**src/rtl/evt_irq_pkg.sv**
```systemverilog
package evt_irq_pkg;
  localparam int unsigned REG_W   = 16;
  localparam int unsigned CAP_N   = 4;
  localparam int unsigned EVT_N   = CAP_N + 3;
  // bit positions in flag/enable word (bit 0 = global status)
  localparam int unsigned GINT_B  = 0;
  localparam int unsigned CAP_LO  = 1;
  localparam int unsigned WRAP_B  = CAP_LO + CAP_N;
  localparam int unsigned PRD_B   = WRAP_B + 1;
  localparam int unsigned CMP_B   = PRD_B + 1;
  localparam int unsigned TOP_B   = CMP_B;
endpackage

```
**src/rtl/evt_src_gate.sv**
```systemverilog
module evt_src_gate
  import evt_irq_pkg::*;
(
  input  logic             pwm_mode_i,
  input  logic [CAP_N-1:0] cap_evt_i,
  input  logic             wrap_evt_i,
  input  logic             prd_evt_i,
  input  logic             cmp_evt_i,
  input  logic             frc_wr_i,
  input  logic [EVT_N-1:0] frc_vec_i,
  output logic [EVT_N-1:0] set_o
);
  logic [EVT_N-1:0] hw_set;
  logic [EVT_N-1:0] frc_set;

  always_comb begin
    hw_set = '0;
    hw_set[CAP_N-1:0] = cap_evt_i & {CAP_N{~pwm_mode_i}};
    hw_set[CAP_N]     = wrap_evt_i;
    hw_set[CAP_N+1]   = prd_evt_i & pwm_mode_i;
    hw_set[CAP_N+2]   = cmp_evt_i & pwm_mode_i;
  end

  assign frc_set = frc_vec_i & {EVT_N{frc_wr_i}};
  assign set_o   = hw_set | frc_set;
endmodule

```
**src/rtl/evt_flag_bank.sv**
```systemverilog
module evt_flag_bank
  import evt_irq_pkg::*;
(
  input  logic             clk_i,
  input  logic             rst_ni,
  input  logic [EVT_N-1:0] set_i,
  input  logic [EVT_N-1:0] clr_i,
  output logic [EVT_N-1:0] flag_o
);
  for (genvar g = 0; g < EVT_N; g++) begin : g_flag
    logic flag_q;
    // set has priority so a coincident event is never lost
    always_ff @(posedge clk_i or negedge rst_ni) begin
      if (!rst_ni)        flag_q <= 1'b0;
      else if (set_i[g])  flag_q <= 1'b1;
      else if (clr_i[g])  flag_q <= 1'b0;
    end
    assign flag_o[g] = flag_q;
  end
endmodule

```
**src/rtl/irq_pulse_gen.sv**
```systemverilog
module irq_pulse_gen
  import evt_irq_pkg::*;
(
  input  logic             clk_i,
  input  logic             rst_ni,
  input  logic [EVT_N-1:0] flag_i,
  input  logic [EVT_N-1:0] en_i,
  input  logic             gint_clr_i,
  output logic             gint_o,
  output logic             irq_o
);
  logic gint_q, irq_q, fire;

  assign fire = (|(flag_i & en_i)) & ~gint_q;

  always_ff @(posedge clk_i or negedge rst_ni) begin
    if (!rst_ni) begin
      gint_q <= 1'b0;
      irq_q  <= 1'b0;
    end else begin
      irq_q <= fire;
      if (fire)            gint_q <= 1'b1;
      else if (gint_clr_i) gint_q <= 1'b0;
    end
  end

  assign gint_o = gint_q;
  assign irq_o  = irq_q;
endmodule

```
**src/rtl/evt_irq_ctrl.sv**
```systemverilog
module evt_irq_ctrl
  import evt_irq_pkg::*;
(
  input  logic             clk_i,
  input  logic             rst_ni,
  input  logic             pwm_mode_i,
  input  logic [CAP_N-1:0] cap_evt_i,
  input  logic             wrap_evt_i,
  input  logic             prd_evt_i,
  input  logic             cmp_evt_i,
  input  logic             en_wr_i,
  input  logic [REG_W-1:0] en_wdata_i,
  input  logic             clr_wr_i,
  input  logic [REG_W-1:0] clr_wdata_i,
  input  logic             frc_wr_i,
  input  logic [REG_W-1:0] frc_wdata_i,
  output logic [REG_W-1:0] flags_o,
  output logic [REG_W-1:0] enable_o,
  output logic             irq_o
);
  logic [EVT_N-1:0] en_q;
  logic [EVT_N-1:0] set_vec, clr_vec, flag_vec;
  logic             gint;
  logic             unused_bits;

  assign unused_bits = ^{en_wdata_i[REG_W-1:TOP_B+1], en_wdata_i[GINT_B],
                         clr_wdata_i[REG_W-1:TOP_B+1],
                         frc_wdata_i[REG_W-1:TOP_B+1], frc_wdata_i[GINT_B]};

  always_ff @(posedge clk_i or negedge rst_ni) begin
    if (!rst_ni)      en_q <= '0;
    else if (en_wr_i) en_q <= en_wdata_i[TOP_B:CAP_LO];
  end

  assign clr_vec = clr_wdata_i[TOP_B:CAP_LO] & {EVT_N{clr_wr_i}};

  evt_src_gate i_gate (
    .pwm_mode_i (pwm_mode_i),
    .cap_evt_i  (cap_evt_i),
    .wrap_evt_i (wrap_evt_i),
    .prd_evt_i  (prd_evt_i),
    .cmp_evt_i  (cmp_evt_i),
    .frc_wr_i   (frc_wr_i),
    .frc_vec_i  (frc_wdata_i[TOP_B:CAP_LO]),
    .set_o      (set_vec)
  );

  evt_flag_bank i_bank (
    .clk_i  (clk_i),
    .rst_ni (rst_ni),
    .set_i  (set_vec),
    .clr_i  (clr_vec),
    .flag_o (flag_vec)
  );

  irq_pulse_gen i_pulse (
    .clk_i      (clk_i),
    .rst_ni     (rst_ni),
    .flag_i     (flag_vec),
    .en_i       (en_q),
    .gint_clr_i (clr_wr_i & clr_wdata_i[GINT_B]),
    .gint_o     (gint),
    .irq_o      (irq_o)
  );

  always_comb begin
    flags_o = '0;
    flags_o[GINT_B] = gint;
    flags_o[TOP_B:CAP_LO] = flag_vec;
    enable_o = '0;
    enable_o[TOP_B:CAP_LO] = en_q;
  end
endmodule

```
**config.mk**
```make
export PLATFORM = sky130hd
export DESIGN_NAME = evt_irq_ctrl
export DESIGN_NICKNAME = d
export VERILOG_FILES = /design/src/rtl/evt_irq_pkg.sv /design/src/rtl/evt_src_gate.sv /design/src/rtl/evt_flag_bank.sv /design/src/rtl/irq_pulse_gen.sv /design/src/rtl/evt_irq_ctrl.sv
export SDC_FILE = /design/constraint.sdc
export NUM_CORES = 1
export LEC_CHECK = 0
export CAP_MARGIN = 25
export CORE_MARGIN = 2
export CORE_UTILIZATION = 28
export DETAILED_ROUTE_END_ITERATION = 16
export PLACE_DENSITY = 0.93
export SYNTH_ARGS = -nofsm -noshare
export SYNTH_HDL_FRONTEND = slang
export SYNTH_SLANG_ARGS = --single-unit
```
**constraint.sdc**
```tcl
create_clock -name clk_i -period 1.6 [get_ports clk_i]
set_clock_uncertainty 0.2 [all_clocks]
set_input_delay 0.48 -clock clk_i [delete_from_list [all_inputs] [get_ports clk_i]]
set_output_delay 0.48 -clock clk_i [all_outputs]
set_load 0.03 [all_outputs]
```
Word level (Yosys, flattened, before mapping)
Cells that the tools add are included.
{"block": "op_classes", "n_eq_ne": 0, "multipliers": 0, "n_reduce_logical": 9, "magnitude_cmp": 0, "shifts": 0, "mux": 16, "addsub": 0, "n_bitwise": 11, "n_div": 0}
{"operator": "$and 7x7->7", "n": 3}
{"operator": "$mux 1", "n": 16}
{"operator": "$reduce_bool 2->1", "n": 8}
{"operator": "$or 7x7->7", "n": 1}
{"operator": "$reduce_or 7->1", "n": 1}
{"operator": "$and 1x1->1", "n": 4}
{"operator": "$and 4x4->4", "n": 1}
{"operator": "$not 1->1", "n": 2}
{"block": "totals", "out_inout_bits": 33, "regBits": 16, "inputBits": 61, "memories": 0, "latchBits": 0, "word_cells": 46, "mem_bits_rw": 0, "rom_bits": 0}

Logic depth before layout (Yosys ltp)
Gate-level depths: netlist (run 1).
{"block": "logic_depth", "ltp_word": 4, "mapped_depth": 4, "mapped_depth_nobuf": 3}

Hierarchy
From an unflattened synthesis (run 1), not the netlist that was laid out.
{"block": "unflattened", "hier_cells": 93, "area_unflattened_um2": 958.4}
{"mod": "evt_irq_ctrl", "area_per_inst_um2": 480.5, "cells_each": 42, "n_inst": 1, "seq_area_each_um2": 175.2}
{"mod": "evt_flag_bank", "area_per_inst_um2": 306.5, "cells_each": 28, "n_inst": 1, "seq_area_each_um2": 175.2}
{"mod": "irq_pulse_gen", "area_per_inst_um2": 95.1, "cells_each": 8, "n_inst": 1, "seq_area_each_um2": 50.0}
{"mod": "evt_src_gate", "area_per_inst_um2": 76.3, "cells_each": 15, "n_inst": 1, "seq_area_each_um2": 0.0}

Least setup slack after synthesis (run 1)
No wires, ideal clock.
{"block": "synth_timing", "path_type": "register to register", "from": "register en_q[1]", "to": "register i_pulse.gint_q, in the netlist i_pulse.gint_o", "path_slack_ns": 0.140, "period_less_slack_ns": 1.460, "arrival_ns": 1.142, "path_buffers": 0, "setup_time_ns": 0.119, "stages_incl_launch_ff": 4, "required_ns": 1.281, "cell_sequence": "dfrtp_1 -> a222oi_1 -> nand3_1 -> o21a_1"}
{"block": "synth_via", "elab_chain_cells": 4, "word_cells_on_any_way": 5, "cone_classes": "mux: 1; bitwise: 2; reduce/logical: 2"}
{"element": "from (decl)", "line_no": "evt_irq_ctrl.sv:21", "rtl": "logic [EVT_N-1:0] en_q;"}
{"element": "from (signal assigned)", "line_no": "evt_irq_ctrl.sv:32", "rtl": "else if (en_wr_i) en_q <= en_wdata_i[TOP_B:CAP_LO];"}
{"element": "$and 7x7->7 *", "line_no": "irq_pulse_gen.sv:14", "rtl": "assign fire = (|(flag_i & en_i)) & ~gint_q;"}
{"element": "$reduce_or 7->1 *", "line_no": "irq_pulse_gen.sv:14"}
{"element": "$and 1x1->1 *", "line_no": "irq_pulse_gen.sv:14"}
{"element": "$mux 1 or $reduce_bool 2->1 (tied branches)"}
{"element": "to (signal assigned)", "line_no": "irq_pulse_gen.sv:18", "rtl": "gint_q <= 1'b0;"}
{"element": "to (signal assigned)", "line_no": "irq_pulse_gen.sv:22", "rtl": "if (fire) gint_q <= 1'b1;"}
{"element": "to (signal assigned)", "line_no": "irq_pulse_gen.sv:23", "rtl": "else if (gint_clr_i) gint_q <= 1'b0;"}
{"element": "to (decl)", "line_no": "irq_pulse_gen.sv:12", "rtl": "logic gint_q, irq_q, fire;"}
Mark *: on every way between the ends. The rest lies on a longest branch, timed or not.
A chain may end at the register's enable or synchronous reset.

Worst setup path in the final report (run 1)
{"block": "layout_timing", "from": "register i_bank.g_flag[5].flag_q", "to": "output flags_o[6]"}
{"element": "from (decl)", "line_no": "evt_flag_bank.sv:11", "rtl": "logic flag_q;"}
{"element": "from (signal assigned)", "line_no": "evt_flag_bank.sv:14", "rtl": "if (!rst_ni) flag_q <= 1'b0;"}
{"element": "from (signal assigned)", "line_no": "evt_flag_bank.sv:15", "rtl": "else if (set_i[g]) flag_q <= 1'b1;"}
{"element": "from (signal assigned)", "line_no": "evt_flag_bank.sv:16", "rtl": "else if (clr_i[g]) flag_q <= 1'b0;"}
{"element": "to (decl)", "line_no": "evt_irq_ctrl.sv:17", "rtl": "output logic [REG_W-1:0] flags_o,"}
No word-level cell between the ends.

==> metrics.txt, run 1 <==
Power Density=833 mW/mm^2; Final nets=189; commonest cells in the netlist=buf_4, dfrtp_1, mux2_2, nand2_1; largest net degree at the start of global routing=17; main combinational cell family by area after synthesis=buffers and inverters; max_cap viols=0; Die Ht=59.4 um; layout cells sized above 1=0.268; gpl congestion=0.722; residual DRC count=0; Antenna diodes=0; drt first pass iters=4; total track usage=0.124; final worst path period share=0.981; Worst Path Max Fanout=3; DRT iter0 DRCs=14; Clock Tree Buf Depth=2; Total Die Area=0.00353 mm^2; first-pass GRT wire length=3250 um; Post-CTS Hold Fix Bufs=0; DRT antenna net count=0; DP HPWL=1810 um; Layout fillers=284; Slew Viols, Final=0; Cell Area, Placed=0.00128 mm^2; CP peak stage delay=450 ps; wirelength, routed=2120 um; setup slack, reg-to-reg=110 ps; Tmin final=1570 ps; element type at the critical path end=output port; Worst VDD drop=0.232 mV; Gate Count Post-Synth=78; crit-path cells=buf_12; post-synthesis compound-gate area fraction=0.128; Synth warnings=0; synthesis-to-layout area growth=55.7%; Fmax=637 MHz; Reg-to-Reg Start=i_bank.g_flag[1].flag_q; via-per-instance ratio=4.45; Synth Area in Adders=0; Area contributors post-synth=dfrtp_1, buf_4, mux2_2; FF+latch count, synth=16; clk_lat worst skew=280 ps; non-filler cells, final=160; number of synthesized flops with an enable pin=0; CTS tree=built; final worst slack=30.6 ps; signal arrival time at the worst endpoint=890 ps; Avg Cell Area, Syn=11.0 um^2; mux share of post-synthesis cell area=0.0917; CP bufs+invs=1; # IOs=94; RSZ-0062 raised after global routing=no; Final Setup Violations=0; share of the core filled with cells=0.450; CP Launch Type=flip-flop; Yosys cell types=15; Post-Synth Simple-Gate Area=0.0713; final hold vios=0; Critical R2R Capture=i_pulse.gint_o; pre-CTS setup slack=-276 ps; Crit. Startpoint=i_bank.g_flag[5].flag_q; initial core utilization=0.289; placed cell count=154; vias in the first global route=737; Port Buf Inserts=50; routed len/inst=13.2 um; core area=0.00298 mm^2; Vias=712; Pleak=0.607 nW; cell depth of the worst flop-to-flop path=3; Reg clk slew, reported paths=90 ps; Main synth FF type=dfrtp_1; Crit path required time=920 ps; crit path to=flags_o[6]; Synth async-reset ratio=1.00; Synth top area share=0.466; Tightest Hold Check Type=flip-flop to flip-flop; initial antenna violation count=0; width of the die=59.4 um; Cell Area, Synth=860 um^2; row cnt=20; Remaining Overflow, GRT=0; post-synthesis sequential area ratio=0.466; CTS Buf Count=3; most numerous cell in the Yosys netlist=buf_4; Worst path depth=1; CP top delay family=flip-flops; Clock Tree Root=clkbuf_4; critical path class=flip-flop to output port; outcome=complete, no violations; slowest CP cell=dfrtp_1; design area=0.00134 mm^2; Sink Count=16; htree depth=1; xor and xnor area share after synthesis=0; Yosys top cell by area=dfrtp_1; Power Total=0.00112 W
## where the power goes
group          internal [W]  switching [W]
combinational      0.000180       0.000199
clock              0.000138       0.000123
sequential         0.000442      0.0000332
total              0.000760       0.000355
## through the flow
| step | hold slack [ps] | TNS (ps) |
|---|---|---|
| 6_report | 289 | 0 |
| 5_1_grt | 325 | 0 |
| 4_1_cts | 295 | 0 |
| 3_5_place_dp | 282 | -2510 |
| 3_3_place_gp | 260 | -2210 |
| 2_1_floorplan | -15.6 | 0 |
## worst min path at each step
stage | depth (start not counted) | endpoint | slack, ps | start
2_1_floorplan | 0 | en_q[0] | -20 | rst_ni
3_3_place_gp | 1 | i_pulse.irq_o | 260 | i_pulse.gint_o
3_5_place_dp | 1 | i_pulse.irq_o | 280 | i_pulse.gint_o
4_1_cts | 1 | i_pulse.irq_o | 300 | i_pulse.gint_o
5_1_grt | 1 | i_pulse.irq_o | 320 | i_pulse.gint_o
6_report | 1 | i_pulse.irq_o | 290 | i_pulse.gint_o
## registers in the layout (all words and copies together), names as in the netlist
name / count
en_q: 7
i_bank.g_flag.flag_q: 7
i_pulse.gint_o: 1
i_pulse.irq_o: 1
## per-layer routing
layer,GRT usage,up-vias,share of wire
met3,0.0349,2,0.084
met1,0.135,343,0.35
met2,0.229,35,0.56
met4,0.0390,0,0.0043
met5,0,-,0
li1,-,332,-
## placed cells by master, fill, tap and decap left out
cell type,count
a221o_2,1
buf_12,2
buf_6,1
a22oi_1,2
a222oi_1,3
dfrtp_1,16
buf_4,19
clkbuf_4,3
clkdlybuf4s50_1,32
mux2_2,7
a31oi_1,1
dlymetal6s2s_1,2
inv_1,2
conb_1,17
nor2b_1,4
clkbuf_8,1
nand3_1,2
a221o_1,4
o21a_1,1
nand2_1,7
## cell type report
class | count | area [um^2] | share of cell area
timing repair buffer | 56 | 539 | 0.403
tap | 33 | 41.3 | 0.0308
multi-input combinational | 49 | 314 | 0.235
clock buffer | 4 | 36.3 | 0.0271
inverter | 2 | 7.51 | 0.00561
sequential | 16 | 400 | 0.299
## timing repair
item | in CTS | in global routing
buffers inserted | 0 | 2
setup endpoints to repair | 0 | 3
resized for setup | 0 | 3
## logic make-up (layout without fill, tap and decap cells)
| kind of cell | count (synthesis) | in the layout |
|---|---|---|
| compound gates | 12 | 12 |
| buf+inv | 29 | 62 |
| flops | 16 | 16 |
| mux | 7 | 7 |
| other cells | 1 | 17 |
| simple gates | 13 | 13 |
No activity file was read; power rests on OpenSTA's default activity.
==> inputs of run 2 (changes only) <==
Settings changed: CTS_CLUSTER_DIAMETER from default to 150.
==> results of run 2 <==
Same layout as run 1: the final DEF is identical, and so are final timing and power.
==> inputs of run 3 (changes only) <==
Settings changed: CORE_MARGIN 2 to 4, PLACE_DENSITY 0.93 to default, PLACE_DENSITY_LB_ADDON from default to 0.12.
==> run 3 against run 2 <==
Effect of this change:
- non-clock buffer count grew 4
- die area increased by 14%
- cell count is 1.3% higher
- combinational power is essentially flat
- global-route usage down 2.0 points
- sequential share of layout area stayed put
- core utilization is 2.0 points higher
- critical path depth unchanged
- total power down 0.38%
- fmax grew 0.56%
- largest cell class unchanged
==> metrics.txt, run 3 (synthesis results as in run 1) <==
outcome=complete, no violations; Reg clk slew, reported paths=90 ps; sequential power share=0.425; share of the core filled with cells=0.469; Port Buf Inserts=50; first-pass GRT wire length=3280 um; Sink Count=16; Pleak=0.606 nW; Remaining Overflow, GRT=0; max_cap viols=0; Comb power frac=0.341; Tightest Hold Check Type=input pin to asynchronous set/reset pin; CP Launch Type=flip-flop; wirelength, routed=2170 um; Clock Tree Buf Depth=2; area of the multi-input gates=314 um^2; Worst VDD drop=0.433 mV; Slew Viols, Final=0; commonest non-fill, non-tap cells in the layout=clkdlybuf4s50_1, buf_4, conb_1; synthesis-to-layout area growth=55.7%; routed len/inst=13.4 um; WHS=303 ps; Clock Tree Root=clkbuf_4; internal power=0.000759 W; CP bufs+invs=1; slowest CP cell=dfrtp_1; via-per-instance ratio=4.31; final hold vios=0; Tmin final=1560 ps; clk_lat worst skew=280 ps; Layout fillers=279; DRT antenna net count=0; Sw Ratio=0.317; Final Setup Violations=0; total track usage=0.105; htree depth=1; initial core utilization=0.301; RSZ-0062 raised after global routing=no; final worst path period share=0.975; residual DRC count=0; Seq. cell area=400 um^2; Power Density=830 mW/mm^2; Die Ht=63.4 um; Regs by FF count=en_q x7, i_bank.g_flag.flag_q x7; vias in the first global route=696; layout cells sized above 1=0.290; gpl congestion=0.691; Crit path required time=920 ps; signal arrival time at the worst endpoint=880 ps; CTS Buf Count=3; drt first pass iters=4; DP HPWL=1810 um; width of the die=63.4 um; largest net degree at the start of global routing=17; DRT iter0 DRCs=10; Antenna diodes=0; row cnt=19; Fmax=641 MHz; # IOs=94; core area=0.00285 mm^2; crit-path cells=buf_4; Net Switching=0.000352 W; element type at the critical path end=output port; CTS tree=built; initial antenna violation count=0; CP top delay family=flip-flops; critical path class=flip-flop to output port; Vias=699; commonest non-fill, non-tap cell in the layout=clkdlybuf4s50_1; Total Die Area=0.00402 mm^2; Final nets=193; CP peak stage delay=420 ps; clock network power share=0.234; Worst Path Max Fanout=3
run 3: cell types whose count changed in the layout (fill, tap and decap cells not counted), sizes merged:
cell,delta
buf,+4
clkdlybuf4s50,+1
dlymetal6s2s,-1
run 3: final timing paths:
kind	startpoint	to	slack, ps	cells after the start
min reg2reg	i_bank.g_flag[1].flag_q	i_bank.g_flag[1].flag_q	350	1
min in group clk_i	i_bank.g_flag[1].flag_q	i_bank.g_flag[1].flag_q	350	1
max	i_bank.g_flag[6].flag_q	flags_o[7]	40	1
max reg2reg	i_bank.g_flag[1].flag_q	i_pulse.gint_o	160	3
min	rst_ni	en_q[0]	300	2
max in group asynchronous	rst_ni	i_bank.g_flag[2].flag_q	710	2
run 3: final cells by class:
cell class,count,area share
Multi-Input combinational cell,49,0.235
Sequential cell,16,0.299
Tap cell,31,0.0290
Timing Repair Buffer,60,0.405
Clock buffer,4,0.0271
Inverter,2,0.00561
run 3: what timing repair did:
action | CTS | global route
gates resized for setup | 0 | 2
setup buffers | 0 | 6
endpoints found under the setup margin | 0 | 5
hold buffers | 0 | 0
run 3: power groups by stage:
stage	clock (W)	sequential (W)	combinational [W]
floorplan	0	0.000513	0.000209
global placement	0	0.000482	0.000359
detailed placement	0	0.000484	0.000362
CTS	0.000273	0.000476	0.000362
global route	0.000289	0.000477	0.000401
finish	0.000260	0.000472	0.000379
run 3: through the flow:
step / instances / TNS [ps] / area (um^2) / power [W] / worst slack (ps)
final: 162 / 0 / 1340 / 0.00111 / 39.3
after global routing: 162 / 0 / 1340 / 0.00117 / 1.29
after CTS: 156 / 0 / 1290 / 0.00111 / 13.7
after detailed placement: 152 / -2510 / 1250 / 0.000846 / -274
after global placement: 152 / -2330 / 1250 / 0.000842 / -220
after floorplan: 94 / 0 / 920 / 0.000722 / 140
run 3: layer usage:
metal	track usage	up-vias	routed length (um)
li1	-	338	-
met1	0.114	318	822
met2	0.177	41	1080
met3	0.0568	2	255
met4	0.0243	0	13
met5	0	-	0
